[config.mk]
export PLATFORM = sky130hd
export DESIGN_NAME = dual_exec_sched
export DESIGN_NICKNAME = d
export VERILOG_FILES = /design/src/rtl/dxs_pkg.sv /design/src/rtl/exec_unit.sv /design/src/rtl/drain_arb.sv /design/src/rtl/dual_exec_sched.sv
export SDC_FILE = /design/constraint.sdc
export NUM_CORES = 1
export LEC_CHECK = 0
export ABC_AREA = 1
export BUFFER_PORTS_ARGS = -buffer_cell sky130_fd_sc_hd__buf_4
export CAP_MARGIN = 20
export CELL_PAD_IN_SITES_DETAIL_PLACEMENT = 1
export CELL_PAD_IN_SITES_GLOBAL_PLACEMENT = 2
export CORE_ASPECT_RATIO = 1.25
export CORE_MARGIN = 5
export CORE_UTILIZATION = 35
export CTS_BUF_LIST = sky130_fd_sc_hd__clkbuf_4
export CTS_CLUSTER_SIZE = 12
export DETAILED_ROUTE_END_ITERATION = 10
export PLACE_DENSITY = 0.94
export SYNTH_ARGS = -nofsm -noshare
export SYNTH_HDL_FRONTEND = slang
export SYNTH_SLANG_ARGS = --single-unit
[constraint.sdc]
create_clock -name clk -period 2.69 [get_ports clk]
set_clock_uncertainty 0.1 [all_clocks]
set_input_delay 0.4035 -clock clk [delete_from_list [all_inputs] [get_ports clk]]
set_output_delay 0.4035 -clock clk [all_outputs]
set_load 0.005 [all_outputs]
[src/rtl/dxs_pkg.sv]
package dxs_pkg;
  localparam int NUM_UNITS = 2;

  typedef enum logic {
    UNIT_SHORT = 1'b0,
    UNIT_LONG  = 1'b1
  } unit_sel_e;
endpackage

[src/rtl/exec_unit.sv]
// One non-pipelined execute slot: carries a tag for LAT cycles, then holds
// it at count 1 until the output takes it.
module exec_unit #(
  parameter int TAG_W = 4,
  parameter int LAT   = 2,
  parameter int CNT_W = 3
) (
  input  logic             clk,
  input  logic             rst_n,
  input  logic             start,
  input  logic [TAG_W-1:0] start_tag,
  input  logic             take,
  output logic             busy,
  output logic             last,
  output logic [CNT_W-1:0] rem,
  output logic [TAG_W-1:0] tag
);
  logic [CNT_W-1:0] rem_q, rem_d;
  logic [TAG_W-1:0] tag_q;
  logic             rem_en;

  always_comb begin
    rem_d  = rem_q;
    rem_en = 1'b0;
    if (start) begin
      rem_d  = CNT_W'(LAT);
      rem_en = 1'b1;
    end else if (take) begin
      rem_d  = '0;
      rem_en = 1'b1;
    end else if (rem_q > CNT_W'(1)) begin
      rem_d  = rem_q - CNT_W'(1);
      rem_en = 1'b1;
    end
  end

  always_ff @(posedge clk or negedge rst_n) begin
    if (!rst_n) begin
      rem_q <= '0;
    end else if (rem_en) begin
      rem_q <= rem_d;
    end
  end

  always_ff @(posedge clk or negedge rst_n) begin
    if (!rst_n) begin
      tag_q <= '0;
    end else if (start) begin
      tag_q <= start_tag;
    end
  end

  assign busy = (rem_q != '0);
  assign last = (rem_q == CNT_W'(1));
  assign rem  = rem_q;
  assign tag  = tag_q;
endmodule

[src/rtl/drain_arb.sv]
// Picks which finished unit drives the output; tracks which unit holds the
// older instruction.
module drain_arb (
  input  logic       clk,
  input  logic       rst_n,
  input  logic [1:0] last,
  input  logic [1:0] busy,
  input  logic [1:0] start,
  output logic [1:0] grant
);
  logic older_q, older_d;
  logic older_en;

  always_comb begin
    grant[0] = last[0] && (!last[1] || !older_q);
    grant[1] = last[1] && (!last[0] ||  older_q);
  end

  always_comb begin
    older_en = |start;
    older_d  = older_q;
    if (start[0]) begin
      older_d = busy[1] && !grant[1];
    end else if (start[1]) begin
      older_d = !(busy[0] && !grant[0]);
    end
  end

  always_ff @(posedge clk or negedge rst_n) begin
    if (!rst_n) begin
      older_q <= 1'b0;
    end else if (older_en) begin
      older_q <= older_d;
    end
  end
endmodule

[src/rtl/dual_exec_sched.sv]
module dual_exec_sched
  import dxs_pkg::*;
#(
  parameter int TAG_W = 4,
  parameter int LAT_A = 2,
  parameter int LAT_B = 4,
  localparam int LAT_MAX = (LAT_A > LAT_B) ? LAT_A : LAT_B,
  localparam int CNT_W = $clog2(LAT_MAX + 1)
) (
  input  logic             clk,
  input  logic             rst_n,
  input  logic             dec_valid,
  input  logic [TAG_W-1:0] dec_tag,
  input  logic             dec_unit,
  output logic             stall,
  output logic             done_valid,
  output logic [TAG_W-1:0] done_tag,
  output logic             done_unit,
  output logic [1:0]       unit_busy,
  output logic [CNT_W-1:0] rem_a,
  output logic [CNT_W-1:0] rem_b
);
  logic [1:0] rst_sync_q;
  logic       rst_sync_n;

  always_ff @(posedge clk or negedge rst_n) begin
    if (!rst_n) begin
      rst_sync_q <= '0;
    end else begin
      rst_sync_q <= {rst_sync_q[0], 1'b1};
    end
  end
  assign rst_sync_n = rst_sync_q[1];

  logic [NUM_UNITS-1:0] u_start, u_last, u_busy, u_grant;
  logic [CNT_W-1:0]     u_rem [NUM_UNITS];
  logic [TAG_W-1:0]     u_tag [NUM_UNITS];

  for (genvar g = 0; g < NUM_UNITS; g++) begin : g_unit
    localparam int   LAT = (g == 0) ? LAT_A : LAT_B;
    localparam logic SEL = (g == 0) ? UNIT_SHORT : UNIT_LONG;

    assign u_start[g] = dec_valid && (dec_unit == SEL) &&
                        (!u_busy[g] || u_grant[g]);

    exec_unit #(
      .TAG_W(TAG_W),
      .LAT  (LAT),
      .CNT_W(CNT_W)
    ) i_unit (
      .clk      (clk),
      .rst_n    (rst_sync_n),
      .start    (u_start[g]),
      .start_tag(dec_tag),
      .take     (u_grant[g]),
      .busy     (u_busy[g]),
      .last     (u_last[g]),
      .rem      (u_rem[g]),
      .tag      (u_tag[g])
    );
  end

  drain_arb i_arb (
    .clk  (clk),
    .rst_n(rst_sync_n),
    .last (u_last),
    .busy (u_busy),
    .start(u_start),
    .grant(u_grant)
  );

  assign stall      = dec_valid && !(|u_start);
  assign done_valid = |u_grant;
  assign done_unit  = u_grant[1];
  assign done_tag   = u_grant[1] ? u_tag[1] : u_tag[0];
  assign unit_busy  = u_busy;
  assign rem_a      = u_rem[0];
  assign rem_b      = u_rem[1];
endmodule

# Yosys cells after proc, flatten, opt, wreduce, memory -nomap -nowiden
# Cells that the tools add are included.
[op_classes]
n_addsub = 2
mul = 0
n_div = 0
n_lt_le_gt_ge = 2
eq_ne = 2
n_shift = 0
muxes = 15
n_bitwise = 1
reduce_logical = 32
[ops]
columns = ["cell", "n"]
rows = [
  ["$mux W3", 6],
  ["$reduce_bool A3 Y1", 4],
  ["$logic_and A1 B1 Y1", 9],
  ["$logic_not A1 Y1", 9],
  ["$mux W1", 8],
  ["$eq A3 B1 Y1 const B", 2],
  ["$gt A3 B1 Y1 const B", 2],
  ["$reduce_and A2 Y1", 3],
  ["$sub A3 B1 Y3 const B", 2],
  ["$logic_or A1 B1 Y1", 4],
  ["$mux W4", 1],
  ["$reduce_or A2 Y1", 2],
  ["$reduce_bool A2 Y1", 1],
  ["$not A1 Y1", 1],
]
[word_totals]
regBits = 17
latch_bits = 0
mem_bits_rw = 0
rom_bits = 0
inputBits = 8
out_inout_bits = 15
mem_count = 0

# Depth between registers and ports, before layout
[depth]
depth_word = 9
ltp_mapped = 10
depth_no_buf = 10

# Hierarchy
# A second synthesis with hierarchy kept.
[hier_totals]
cells_unflattened = 138
area_unflattened_um2 = 998.5
[modules_own_cells]
columns = ["mod", "n_inst", "cells_per_inst", "area_per_inst_um2", "seq_area_each_um2"]
rows = [
  ["exec_unit (g_unit[1].i_unit)", 1, 48, 379.1, 175.2],
  ["exec_unit (g_unit[0].i_unit)", 1, 45, 365.4, 175.2],
  ["dual_exec_sched", 1, 29, 163.9, 50.0],
  ["drain_arb", 1, 16, 90.1, 25.0],
]

# Worst setup path after synthesis
# No wires, ideal clock.
[synth_timing]
kind = "flip-flop to output port"
start = "reg g_unit[1].i_unit.rem_q[0]"
end = "out stall"
t_arrival_ns = 1.206
required_time_ns = 2.187
path_slack_ns = 0.980
path_stages_with_launch = 9
n_path_buf = 0
cell_sequence = "dfrtp_1 > inv_1 > ha_1 > ha_1 > inv_1 > nand2_4 > nand2_4 > nand2_1 > nor2_1"
[synth_lines]
columns = ["element", "line", "source"]
rows = [
  ["from (decl)", "exec_unit.sv:18", "logic [CNT_W-1:0] rem_q, rem_d;"],
  ["from (signal assigned)", "exec_unit.sv:41", "rem_q <= rem_d;"],
  ["$reduce_bool A3 Y1", "exec_unit.sv:53", "assign busy = (rem_q != '0);"],
  ["via g_unit[1].i_unit.busy", "exec_unit.sv:13", "output logic busy,"],
  ["$logic_not A1 Y1", "dual_exec_sched.sv:44", "(!u_busy[g] || u_grant[g]);"],
  ["$logic_or A1 B1 Y1", "dual_exec_sched.sv:44", ""],
  ["$logic_and A1 B1 Y1", "dual_exec_sched.sv:43", "assign u_start[g] = dec_valid && (dec_unit == SEL) &&"],
  ["$reduce_or A2 Y1", "dual_exec_sched.sv:72", "assign stall = dec_valid && !(|u_start);"],
  ["$logic_not A1 Y1", "dual_exec_sched.sv:72", ""],
  ["$logic_and A1 B1 Y1", "dual_exec_sched.sv:72", ""],
  ["to (decl)", "dual_exec_sched.sv:15", "output logic stall,"],
]
# The timed path passes the listed nets, and every way through them passes these cells.

# Worst setup path after layout
[layout_timing]
start = "reg g_unit[0].i_unit.rem_q[0]"
end = "out stall"
[layout_via]
elab_chain_cells = 9
[layout_lines]
columns = ["element", "line", "source"]
rows = [
  ["from (decl)", "exec_unit.sv:18", ""],
  ["from (signal assigned)", "exec_unit.sv:41", ""],
  ["$eq A3 B1 Y1", "exec_unit.sv:54", "assign last = (rem_q == CNT_W'(1));"],
  ["$logic_not A1 Y1", "drain_arb.sv:16", "grant[1] = last[1] && (!last[0] || older_q);"],
  ["$logic_or A1 B1 Y1", "drain_arb.sv:16", ""],
  ["$logic_and A1 B1 Y1", "drain_arb.sv:16", ""],
  ["$logic_or A1 B1 Y1", "dual_exec_sched.sv:44", ""],
  ["$logic_and A1 B1 Y1", "dual_exec_sched.sv:43", ""],
  ["$reduce_or A2 Y1 (*)", "dual_exec_sched.sv:72", ""],
  ["$logic_not A1 Y1 (*)", "dual_exec_sched.sv:72", ""],
  ["$logic_and A1 B1 Y1 (*)", "dual_exec_sched.sv:72", ""],
]
# Mark *: on every way between the ends. The rest lies on a longest branch, timed or not.

==> impl_metrics.csv <==
group,metric,value,unit
outcome,outcome,"finished, final reports clean",
routing,drt-pass1-iter-count,4,
routing,wire_per_inst,12.7,µm
power_and_ir_drop,powerDensity,1160,mW/mm²
power_and_ir_drop,p_leak,0.000698,µW
timing,tightest_slew,0.618,ns
final_layout,area_growth,20.0,%
global_route,busiest_layer,"met2",
floorplanning,dieHeight,70.3,µm
final_layout,drive_gt1_share,35.2,%
floorplanning,dieArea,0.00410,mm²
power_and_ir_drop,pwr-share-comb,58.2,%
clock_tree,post_cts_buffers,0,
synth,synth_area_leader_cell,"dfrtp_1",
synth,synth_most_common_cell,"nand2_1",
synth,ys.flop_type,"dfrtp_1",
synth,ys_ff_latch,17,
timing,final.setup.tns,0,ns
timing,post-route-period-util,88.9,%
placement,postPlaceCellArea,0.00118,mm²
setup_path,required,2.19,ns
setup_path,r2r_cells,8,
setup_path,rr_endpoint,"g_unit[0].i_unit.rem[2]$_DFFE_PN0P_",
setup_path,startpoint_type,"flip-flop",
clock_tree,clk_pin_slew,0.10,ns
setup_path,crit_type,"reg2out",
clock_tree,cts_sinks,17,
global_route,grt_overflow,0,
clock_tree,numCtsBuffers,3,
power_and_ir_drop,ir_drop,0.442,mV
timing,hold_ws,0.150,ns
final_layout,multi_input_area,468,µm²
run,maxCapViolCount,0,
placement,place_congestion,0.781,
routing,ant_nets,0,
routing,dr.first_iter.drc_count,23,
clock_tree,cts_tree,"built",
global_route,grt_pass1_wl,4000,µm
global_route,grtUsageMet3,2.03,%
routing,viasPerCell,4.63,
floorplanning,rows,22,
synth,synth_nets,133,
setup_path,rr_startpoint,"g_unit[0].i_unit.rem[0]$_DFFE_PN0P_",
setup_path,cp-startpoint,"g_unit[0].i_unit.rem[0]$_DFFE_PN0P_",
synth,yosysSeqAreaShare,41.8,%
synth,synth_top_cell_area_share,41.8,%
final_layout,fillers,364,
clock_tree,clockBufferDepth,2,
timing,setup_viol,0,
global_route,grt_max_degree,16,
timing,max_slew_margin,58.8,%
final_layout,fin_nets,157,
setup_path,r2r_setup_slack,1.00,ns
synth,ys_async_sr_fraction,100,%
global_route,track_usage,12.5,%
synth,synth_area_per_cell,8.56,µm²
routing,drc,0,
timing,fin_crit,2.39,ns
floorplanning,pin_count,23,
final_layout,num_antenna_cells,0,
global_route,met1_usage,13.2,%
synth,synth_edf_count,0,
setup_path,cp-end-kind,"output pin",
synth,synth.distinct_cells,22,
clock_tree,clockRootBuffer,"clkbuf_4",
clock_tree,htreeDepth,1,
timing,slew_violations,0,
synth,synthTopCellsByCount,"nand2_1, inv_1, dfrtp_1",
final_layout,fin_area,0.00122,mm²
power_and_ir_drop,switchingPower,611,µW
clock_tree,ctsResizeCount,0,
power_and_ir_drop,power_frac_seq,31.3,%
worst_hold_path,hold_path.class,"reg2async",
timing,rsz0062_at_grt,"false",
power_and_ir_drop,p_clk_share,10.5,%
synth,yosys_warnings,0,
power_and_ir_drop,swShare,42.9,%
synth,synth.area.top_cells,"dfrtp_1, nand2_1, ha_1",
setup_path,crit_arrival,1.89,ns
routing,finalWirelength,2270,µm
global_route,grt_pass1_vias,910,
clock_tree,clk_latency,0.30,ns
timing,finalHoldViolCount,0,
routing,vias,825,
placement,io_buffers,22,
floorplanning,die_x,58.3,µm
setup_path,crit_fanout,12,
timing,max_freq,0.418,GHz
power_and_ir_drop,intPower,813,µW
global_route,grt_util_met2,23.5,%
floorplanning,start_util,35.6,%
setup_path,endpoint,"stall",
floorplanning,coreArea,0.00286,mm²
synth,syn_area,0.00102,mm²
global_route,antenna_found_initial,0,
synth,netlist_instances,119,
final_layout,register_area,425,µm²
placement,dp_hpwl,1870,µm
[timing repair]
action	4_1_cts	5_1_grt
hold endpoints to repair	2	0
hold buffers	1	0
setup endpoints to repair	0	0
[registers in the layout (all words and copies together), names as in the netlist]
register	count
rst_sync_q	2
g_unit.i_unit.tag	8
g_unit.i_unit.rem	6
i_arb.older_q	1
[critical path, stage by stage (launching register included)]
cell	delay, ns
dfrtp_1	0.42
inv_1	0.10
ha_1	0.20
ha_1	0.17
inv_1	0.08
nand2_2	0.07
nand2_2	0.23
nand2_1	0.11
nor2_1	0.10
buf_4	0.11
[final cells by class]
cell class / count / area share [%]
inverter: 21 / 6.45
multi-input combinational: 77 / 38.3
clock buffer: 4 / 2.46
tap: 36 / 3.68
timing repair buffer: 23 / 14.3
sequential: 17 / 34.8
[routing by layer]
layer	up-vias	part of all wire, %
li1	406	-
met1	391	39
met2	21	54
met3	7	4.7
met4	0	2.5
met5	-	0
[layout by cell type, fill, tap and decap left out]
master         netlist  final
nand3_2              2      2
nand2_4              4      4
ha_1                 6      6
nand3_1              5      5
inv_2                3      3
nor2_2               1      1
nor3_1               1      1
nor2_1               4      4
nand2_2              4      4
dfrtp_1             17     17
buf_4                2     22
nand3b_1             1      1
nand2_1             33     33
a21oi_1              4      4
o21ai_2              8      8
inv_1               18     18
and2_2               1      1
clkbuf_4             0      4
nor2_4               1      1
dlygate4sd3_1        0      1
o31ai_1              1      1
conb_1               1      1
[worst min-delay path by stage]
| stage | start | end | cells past startpoint |
|---|---|---|---|
| final | rst_sync_q[1]$_DFF_PN0_ | g_unit[1].i_unit.tag[2]$_DFFE_PN0P_ | 0 |
| after global routing | rst_sync_q[1]$_DFF_PN0_ | g_unit[1].i_unit.tag[2]$_DFFE_PN0P_ | 0 |
| after CTS | rst_sync_q[1]$_DFF_PN0_ | g_unit[1].i_unit.tag[1]$_DFFE_PN0P_ | 0 |
| after floorplan | rst_n | rst_sync_q[0]$_DFF_PN0_ | 0 |
| after detailed placement | rst_n | rst_sync_q[1]$_DFF_PN0_ | 1 |
| after global placement | rst_n | rst_sync_q[0]$_DFF_PN0_ | 1 |
[metrics by stage]
step	total power, µW	utilization, %	std cells	setup slack (ns)
finish	1420	42.7	178	0.299
global route	1590	42.7	178	0.0725
detailed placement	1300	41.3	173	0.611
CTS	1460	42.7	178	0.261
floorplan	1020	-	119	0.980
global placement	1260	41.3	173	0.632
[logic make-up after synthesis]
logic type,synth area share (%)
AND/OR/NAND/NOR,28.6
buffers and inverters,12.3
flip-flops,41.8
AO/OA/AOI/OAI,9.58
adder cells (fa/ha/maj),7.37
other,0.368
[power by group through the flow]
stage / Clock [µW] / Sequential (µW) / Combinational (µW)
after global placement: 0 / 444 / 815
after floorplan: 0 / 438 / 579
after global routing: 162 / 464 / 959
final: 150 / 446 / 829
after CTS: 156 / 447 / 855
after detailed placement: 0 / 451 / 844
Power figures use the tool's default switching activity.
